### config.mk
export PLATFORM = sky130hd
export DESIGN_NAME = tsb_ptr_gen
export DESIGN_NICKNAME = d
export VERILOG_FILES = /design/src/rtl/tsb_pkg.sv /design/src/rtl/tsb_src_sel.sv /design/src/rtl/tsb_addr_calc.sv /design/src/rtl/tsb_ptr_gen.sv
export SDC_FILE = /design/constraint.sdc
export NUM_CORES = 1
export LEC_CHECK = 0
export BUFFER_PORTS_ARGS = -buffer_cell sky130_fd_sc_hd__buf_2
export CORE_AREA = 2 2 251 253
export CTS_BUF_LIST = sky130_fd_sc_hd__clkbuf_4 sky130_fd_sc_hd__clkbuf_8 sky130_fd_sc_hd__clkbuf_16
export DETAILED_ROUTE_END_ITERATION = 6
export DIE_AREA = 0 0 253 255
export PLACE_DENSITY_LB_ADDON = 0.2
export SETUP_SLACK_MARGIN = 0.5
export SKIP_CTS_REPAIR_TIMING = 1
export SYNTH_ARGS = -nofsm -noshare
export SYNTH_HDL_FRONTEND = slang
export SYNTH_SLANG_ARGS = --single-unit
### constraint.sdc
create_clock -name clk -period 9.7 [get_ports clk]
set_input_delay 1.455 -clock clk [delete_from_list [all_inputs] [get_ports clk]]
set_output_delay 1.455 -clock clk [all_outputs]
set_load 0.03 [all_outputs]
### src/rtl/tsb_pkg.sv
package tsb_pkg;
  localparam int AW     = 64;
  localparam int CTX_W  = 13;
  localparam int SZ_W   = 4;
  localparam int PS_W   = 3;
  localparam int SPLIT_BIT = 12;
  localparam int LOW_CLR = 4;
  localparam int HI_PS_LSB = 8;

  // base-region mask: ones from bit 13+size(+split) upward
  function automatic logic [AW-1:0] region_mask(input logic [SZ_W-1:0] sz,
                                                input logic split);
    logic [AW-1:0] m;
    m = {AW{1'b1}} << (CTX_W + int'(sz));
    if (split) m = m << 1;
    return m;
  endfunction

  // virtual-address part aligned to the buffer entry grid
  function automatic logic [AW-1:0] va_part(input logic [AW-1:0] tag,
                                            input logic [PS_W-1:0] ps);
    return tag >> (3 * int'(ps) + 9);
  endfunction
endpackage

### src/rtl/tsb_src_sel.sv
module tsb_src_sel
  import tsb_pkg::*;
(
  input  logic          hv_mode,
  input  logic          ptr_sel,
  input  logic [AW-1:0] tag_access,
  input  logic [AW-1:0] legacy_base,
  input  logic [AW-1:0] hv_base [4],
  input  logic [AW-1:0] ctx_cfg [2],
  output logic [AW-1:0] sel_base,
  output logic [PS_W-1:0] sel_ps,
  output logic [1:0]    base_idx,
  output logic          ctx_nz
);
  logic [AW-1:0] cfg_w;

  always_comb begin
    ctx_nz   = |tag_access[CTX_W-1:0];
    cfg_w    = ctx_cfg[ctx_nz];
    base_idx = {ctx_nz, ptr_sel};
    if (hv_mode) begin
      sel_base = hv_base[base_idx];
      sel_ps   = ptr_sel ? cfg_w[HI_PS_LSB +: PS_W] : cfg_w[PS_W-1:0];
    end else begin
      sel_base = legacy_base;
      sel_ps   = {{(PS_W-1){1'b0}}, ptr_sel};
    end
  end
endmodule

### src/rtl/tsb_addr_calc.sv
module tsb_addr_calc
  import tsb_pkg::*;
(
  input  logic [AW-1:0]   base,
  input  logic [PS_W-1:0] ps,
  input  logic            ptr_sel,
  input  logic [AW-1:0]   tag_access,
  output logic [AW-1:0]   ptr,
  output logic            split,
  output logic [SZ_W-1:0] size
);
  logic [AW-1:0] mask_w;
  logic [AW-1:0] va_w;

  always_comb begin
    size   = base[SZ_W-1:0];
    split  = base[SPLIT_BIT];
    mask_w = region_mask(size, split);
    va_w   = va_part(tag_access, ps);
    if (split) va_w[CTX_W + int'(size)] = ptr_sel;
    ptr = (base & mask_w) | (va_w & ~mask_w);
    ptr[LOW_CLR-1:0] = '0;
  end
endmodule

### src/rtl/tsb_ptr_gen.sv
module tsb_ptr_gen
  import tsb_pkg::*;
(
  input  logic          clk,
  input  logic          rst_n,
  input  logic          req_valid,
  input  logic          hv_mode,
  input  logic          ptr_sel,
  input  logic [63:0]   tag_access,
  input  logic [63:0]   legacy_base,
  input  logic [63:0]   hv_base0,
  input  logic [63:0]   hv_base1,
  input  logic [63:0]   hv_base2,
  input  logic [63:0]   hv_base3,
  input  logic [63:0]   ctx_cfg0,
  input  logic [63:0]   ctx_cfg1,
  output logic [63:0]   ptr_now,
  output logic [63:0]   ptr_reg,
  output logic          out_valid
);
  logic [AW-1:0]   hv_bank [4];
  logic [AW-1:0]   cfg_bank [2];
  logic [AW-1:0]   base_w;
  logic [PS_W-1:0] ps_w;
  logic [1:0]      idx_w;
  logic            ctx_nz_w;
  logic            split_w;
  logic [SZ_W-1:0] size_w;

  assign hv_bank[0] = hv_base0;
  assign hv_bank[1] = hv_base1;
  assign hv_bank[2] = hv_base2;
  assign hv_bank[3] = hv_base3;
  assign cfg_bank[0] = ctx_cfg0;
  assign cfg_bank[1] = ctx_cfg1;

  tsb_src_sel u_sel (
    .hv_mode(hv_mode), .ptr_sel(ptr_sel), .tag_access(tag_access),
    .legacy_base(legacy_base), .hv_base(hv_bank), .ctx_cfg(cfg_bank),
    .sel_base(base_w), .sel_ps(ps_w), .base_idx(idx_w), .ctx_nz(ctx_nz_w)
  );

  tsb_addr_calc u_calc (
    .base(base_w), .ps(ps_w), .ptr_sel(ptr_sel), .tag_access(tag_access),
    .ptr(ptr_now), .split(split_w), .size(size_w)
  );

  always_ff @(posedge clk) begin
    if (!rst_n) begin
      ptr_reg   <= '0;
      out_valid <= 1'b0;
    end else begin
      out_valid <= req_valid;
      if (req_valid) ptr_reg <= ptr_now;
    end
  end


  capture_chk: assert property (@(posedge clk) disable iff (!rst_n)
    req_valid |=> (out_valid && ptr_reg == $past(ptr_now)));

  hold_chk: assert property (@(posedge clk) disable iff (!rst_n)
    !req_valid |=> (!out_valid && $stable(ptr_reg)));

  low_clear_chk: assert property (@(posedge clk) disable iff (!rst_n)
    out_valid |-> ptr_reg[LOW_CLR-1:0] == '0);

  split_bit_chk: assert property (@(posedge clk) disable iff (!rst_n)
    split_w |-> ptr_now[CTX_W + int'(size_w)] == ptr_sel);

  hv_index_chk: assert property (@(posedge clk) disable iff (!rst_n)
    hv_mode |-> (idx_w[1] == (tag_access[CTX_W-1:0] != '0) && idx_w[0] == ptr_sel));

  ctx_flag_chk: assert property (@(posedge clk) disable iff (!rst_n)
    (tag_access[CTX_W-1:0] == '0) |-> !ctx_nz_w);
endmodule

==> results.toml, run 1 <==
[outcome]
status = "finished, final reports clean"

[placed_design]
post-place-ws_ns = 0.787
place.detailed.hpwl_um = 50000
portBuffers = 521
gp_congestion = 0.867

[timing]
fin_setup_tns_ns = 0
setup_viol = 0
fmax_mhz = 113
finalMaxSlewViolations = 0
fin_crit_sh = 0.910
slew_headroom = 0.337
worst_pin_slew_ns = 0.994
rsz0062_at_grt = "no"
period_needed_ns = 8.83
fin_ws_ns = 0.871
hold_ws_ns = 0.488
clock_skew_ns = 0
hold_violations = 0

[logic_synthesis]
syn_avg_cell_area_sq_um = 9.41
synth_edf_count = 0
synth-seq-cells = 61
synthFlopType = "dfxtp_1"
yosysTopAreaCellShare = 0.257
synth-async-reset-ratio = 0
yosysSeqAreaShare = 0.123
syn_inst = 1052
netlist_top_cells_area = "mux4_2 (26%), dfxtp_1 (12%), mux2i_1 (12%), mux2_2 (4.6%), nand2_1 (4.2%)"
synth.distinct_cells = 93
yosys_warnings = 0
synth_area_leader_cell = "mux4_2"
synth_area_sq_mm = 0.00990

[power]
power_leakage_nw = 6.30
powerDensity_mw_per_mm2 = 148
peakVddDrop_mv = 0.0684

[cells_and_area]
nNetsFinal = 2048
multi_input_area_sq_mm = 0.00811
final_util = 0.219
area_delta_synth_final_pct = 37.4
largest_reg_flops = 60
fillerInstances = 6958
drive_gt1_frac = 0.523
register_area_sq_mm = 0.00122

[global_route]
grt_max_degree = 70
track_usage = 0.174
antenna_found_initial = 8
grt_pass1_vias = 11200
grt_pass1_wl_um = 81000
overflow = 0

[cts]
clock_sinks = 61
numCtsBuffers = 9
root_buffer = "clkbuf_16"
clk_path_buf_depth = 2
clkSlewWorstSetupHoldPaths_ns = 0.06
htree_levels = 3
cts_tree = "built"
clock_latency_ns = 0.35

[worst_setup_path]
crit_path_end_kind = "primary output"
worstReg2RegEnd = "ptr_reg[44]"
crit_type = "in2out"
path_max_fanout = 34
arrival_ns = 7.37
crit_chain = "buf_2 > or4_1 > nor4_1 > nand2_1 > a21oi_1 > o21a_1 > ha_1 > inv_1 > fa_1 > a31o_2 > o211a_1 > xnor2_4 > buf_4 > mux2i_1 > mux2i_1 > o211ai_1 > a31o_2 > buf_2"
worst_setup_path_start_kind = "primary input"
cp_slowest_stage_delay_ns = 0.83
crit_slowest_cell = "xnor2_4"
rrSetupSlack_ns = 8.89
r2r-start = "ptr_reg[44]"
required_ns = 8.25
reg2reg_depth = 2

[floorplan]
dieArea_sq_mm = 0.0645
core-area_sq_mm = 0.0622
placementRows = 92
io_pins = 646
die_y_um = 255
die_w_um = 253
initial_core_util = 0.159

[hold_path]
hp-start = "ptr_reg[7]"
holdPathStages = 2
min_to = "ptr_reg[7]"
hp-class = "reg2reg"

[route]
drtIter0Drc = 844
num_vias = 11100
drt_wl_total_um = 59200
final_antenna_net_count = 0
drt_pass1_iterations = 5
vias_per_cell = 4.77
drc = 0
wl_per_cell_um = 25.4

[flow_run]
cap_viol_max_count = 0
==> how the worst max path moves through the flow <==
| stage | from | end | cells past startpoint |
|---|---|---|---|
| global placement | tag_access[9] | ptr_now[11] | 17 |
| floorplan | tag_access[8] | ptr_now[5] | 23 |
| CTS | tag_access[9] | ptr_now[11] | 17 |
| finish | tag_access[9] | ptr_now[30] | 18 |
| global route | tag_access[8] | ptr_now[30] | 18 |
| detailed placement | tag_access[9] | ptr_now[11] | 17 |
==> metrics by stage <==
stage | area, sq um | cells | power, mW
floorplan | 9930 | 1059 | 1.18
detailed placement | 13300 | 2308 | 1.71
CTS | 13600 | 2324 | 2.04
global route | 13600 | 2326 | 2.12
finish | 13600 | 2329 | 2.01
global placement | 13300 | 2308 | 1.71
==> cell families after synthesis <==
family	Yosys count	share of synthesized area
mux	283	0.443
compound gates	264	0.202
buf+inv	126	0.0640
xor+xnor	6	0.00758
simple gates	300	0.145
fa+ha+maj	11	0.0147
flops	61	0.123
other cells	1	0.000379
==> critical path, delay by kind of cell <==
kind            cells  cell delay [ns]
fa+ha+maj           2             0.70
buf+inv             4             0.80
xor+xnor            1             0.83
simple gates        3             1.55
compound gates      6             1.53
mux                 2             0.49
==> placed cells by master, fill, tap and decap left out, types with 5 or more instances in the layout <==
cell type,n
a21oi_1,36
a22o_1,5
a31oi_1,25
and3_1,8
buf_2,519
buf_4,30
clkbuf_16,9
conb_1,8
dfxtp_1,61
diode_2,5
ha_1,9
inv_1,20
mux2_2,40
mux2i_1,121
mux4_2,113
nand2_1,112
nand3_1,24
nor2_1,65
nor2b_1,10
nor3_1,14
o211a_1,35
o211ai_1,15
o21a_1,6
o21ai_0,41
o21ai_1,7
o221ai_1,5
o22ai_1,12
or2_2,35
or3_1,5
or4_1,5
==> final cells by class <==
cell class / count / area share
Antenna cell: 5 / 0.000920
Clock buffer: 9 / 0.0166
Clock inverter: 7 / 0.00377
Inverter: 24 / 0.00699
Multi-Input combinational cell: 872 / 0.596
Sequential cell: 61 / 0.0898
Tap cell: 799 / 0.0735
Timing Repair Buffer: 552 / 0.212
==> layer usage <==
| layer | vias up | track usage | wire, um |
|---|---|---|---|
| li1 | 5081 | - | - |
| met1 | 5535 | 0.211 | 24100 |
| met2 | 447 | 0.321 | 30600 |
| met3 | 45 | 0.0228 | 2930 |
| met4 | 6 | 0.0484 | 1520 |
| met5 | - | 0 | 36 |
==> cells in the mapped netlist, drive strengths merged (4+ instances only) <==
cell / instances
o22ai: 12
o221ai: 9
nand2: 113
a22o: 5
mux4: 117
mux2i: 124
a22oi: 5
o211ai: 18
a32oi: 4
nor4: 5
o21ba: 5
a221oi: 5
a211o: 4
o31ai: 5
ha: 10
a21oi: 37
o21a: 6
a31oi: 26
inv: 21
or4: 6
mux2: 42
o21ai: 48
o211a: 35
or3: 5
xnor2: 5
clkbuf: 51
nor3: 15
or2: 35
a31o: 6
nor2b: 10
nand3: 24
and3: 8
buf: 51
dfxtp: 61
nor2: 66
==> report_power, final <==
part | leakage, nW | switching (mW) | internal, mW | total [mW]
combinational | 5.65 | 0.890 | 0.521 | 1.41
clock | 0.137 | 0.139 | 0.174 | 0.313
sequential | 0.507 | 0.0107 | 0.277 | 0.288
Power figures use the tool's default switching activity.
==> run 2, diff against run 1 <==
CORE_AREA = 2 2 249 251   (was 2 2 251 253)
DIE_AREA = 0 0 251 253   (was 0 0 253 255)
clock period = 7.4 ns   (was 9.7 ns; I/O delays follow)
==> run 2 against run 1 <==
  * Via count grew 5.4%
  * Power grew 61%
  * Critical path depth grew 2
  * Final cell count grew 3.5%
  * Die area shrank 1.6%
  * Core utilization grew 3.6 points
  * Clock-buffer cell count grew 3
  * Combinational power grew 69%
  * Critical path type unchanged
  * Largest cell class unchanged
==> results.toml, run 2 (synthesis gave the netlist of run 1 again) <==
[outcome]
status = "finished, final reports clean"

[global_route]
track_usage = 0.179
antenna_found_initial = 10
grt_pass1_vias = 11100
grt_max_degree = 69
overflow = 0
grt_pass1_wl_um = 82300

[timing]
fmax_mhz = 142
clock_skew_ns = 0
setup_viol = 0
hold_violations = 0
rsz0062_at_grt = "yes"
hold_ws_ns = 0.491
fin_crit_sh = 0.953
fin_ws_ns = 0.345
worst_pin_slew_ns = 0.968
fin_setup_tns_ns = 0
period_needed_ns = 7.06
slew_headroom = 0.354
finalMaxSlewViolations = 0

[placed_design]
portBuffers = 521
place_inst = 2346
place.detailed.hpwl_um = 50200
post-place-ws_ns = 0.0443
gp_congestion = 0.859
place_area_sq_mm = 0.0139

[route]
wl_per_cell_um = 25.3
num_vias = 11700
final_antenna_net_count = 0
drt_wl_total_um = 61100
drt_pass1_iterations = 5
vias_per_cell = 4.86
drtIter0Drc = 970
drc = 0

[worst_setup_path]
required_ns = 6.29
crit_family = "simple AND/OR/NAND/NOR gates"
crit_path_end_kind = "primary output"
worst_setup_path_start_kind = "primary input"
crit_type = "in2out"
arrival_ns = 5.95
cp_slowest_stage_delay_ns = 0.58
crit_chain = "buf_8 > or4_4 > or4_4 > nand2_2 > a21oi_1 > o21a_2 > ha_4 > inv_4 > fa_2 > xnor2_4 > buf_12 > buf_16 > mux2i_4 > buf_6 > mux4_2 > mux2i_2 > mux2i_1 > o211ai_1 > a31o_2 > buf_6"
path_max_fanout = 8
crit_buf_inv = 6
r2r-start = "ptr_reg[38]"
crit_slowest_cell = "or4_4"
startpoint = "tag_access[9]"

[cells_and_area]
final_cells = 2411
layout_commonest_cell = "buf_2"
largest_reg_flops = 60
drive_gt1_frac = 0.628
design_area_sq_mm = 0.0156
fillerInstances = 6654
nNetsFinal = 2139
final_cell_mix = "buf_2 (491), mux4_2 (115), buf_4 (103), nand2_1 (101), mux2i_1 (64)"
area_delta_synth_final_pct = 57.2

[cts]
htree_levels = 3
clkSlewWorstSetupHoldPaths_ns = 0.06
numCtsBuffers = 9
clk_path_buf_depth = 2
root_buffer = "clkbuf_16"
clock_latency_ns = 0.34
clock_sinks = 61
cts_tree = "built"

[floorplan]
placementRows = 91
io_pins = 646
core-area_sq_mm = 0.0610
die_w_um = 251
dieArea_sq_mm = 0.0635
initial_core_util = 0.162
die_y_um = 253

[power]
p_sw_mw = 1.53
intPower_mw = 1.70
power_leakage_nw = 6.88
p_sw_frac = 0.475
pwr-share-clk = 0.145
powerDensity_mw_per_mm2 = 208
pwr-share-seq = 0.117
pwr-share-comb = 0.738
peakVddDrop_mv = 0.0974

[hold_path]
hp-class = "reg2reg"
hp-start = "ptr_reg[7]"

[flow_run]
cap_viol_max_count = 0
run 2: changes by cell type in the layout (fill, tap and decap cells not counted), sizes merged:
| cell | delta |
|---|---|
| buf | +82 |
| bufinv | +1 |
| clkinv | -5 |
| clkbuf | +12 |
| clkinvlp | +1 |
run 2: path summary, 6_finish.rpt:
kind | end | slack, ns | cells past startpoint
setup / recovery | ptr_now[30] | 0.34 | 20
hold / removal | ptr_reg[7] | 0.49 | 2
setup reg to reg | ptr_reg[38] | 6.59 | 2
hold reg to reg | ptr_reg[7] | 0.49 | 2
run 2: metrics by stage:
stage / util / power [mW]
floorplan: - / 1.62
global placement: 0.227 / 2.36
detailed placement: 0.227 / 2.37
CTS: 0.233 / 2.86
global route: 0.255 / 3.39
finish: 0.255 / 3.23
run 2: layout make-up:
| class | count | area (sq um) | share of cell area |
|---|---|---|---|
| multi-input combinational | 872 | 8990 | 0.578 |
| antenna | 5 | 12.5 | 0.000804 |
| tap | 790 | 988 | 0.0635 |
| timing repair buffer | 643 | 3930 | 0.252 |
| clock buffer | 12 | 260 | 0.0167 |
| clock inverter | 4 | 53.8 | 0.00346 |
| sequential | 61 | 1220 | 0.0785 |
| inverter | 24 | 105 | 0.00675 |
run 2: power by group through the flow:
stage	combinational [mW]	sequential, mW	clock, mW
after floorplan	1.17	0.454	0
after global placement	1.98	0.385	0
after detailed placement	1.98	0.385	0
after CTS	1.99	0.378	0.495
after global routing	2.50	0.382	0.505
final	2.38	0.378	0.470
run 2: per-layer routing:
metal	share of wire	global-route usage	vias up
li1	-	-	5280
met1	0.40	0.220	5881
met5	0.00026	0	-
met2	0.52	0.327	484
met3	0.048	0.0210	62
met4	0.030	0.0493	2
run 2: worst register-to-register path, cell delays in order (launching register included):
cell and delay, ns:
dfxtp_1 0.31, or2_2 0.27, o211a_1 0.12
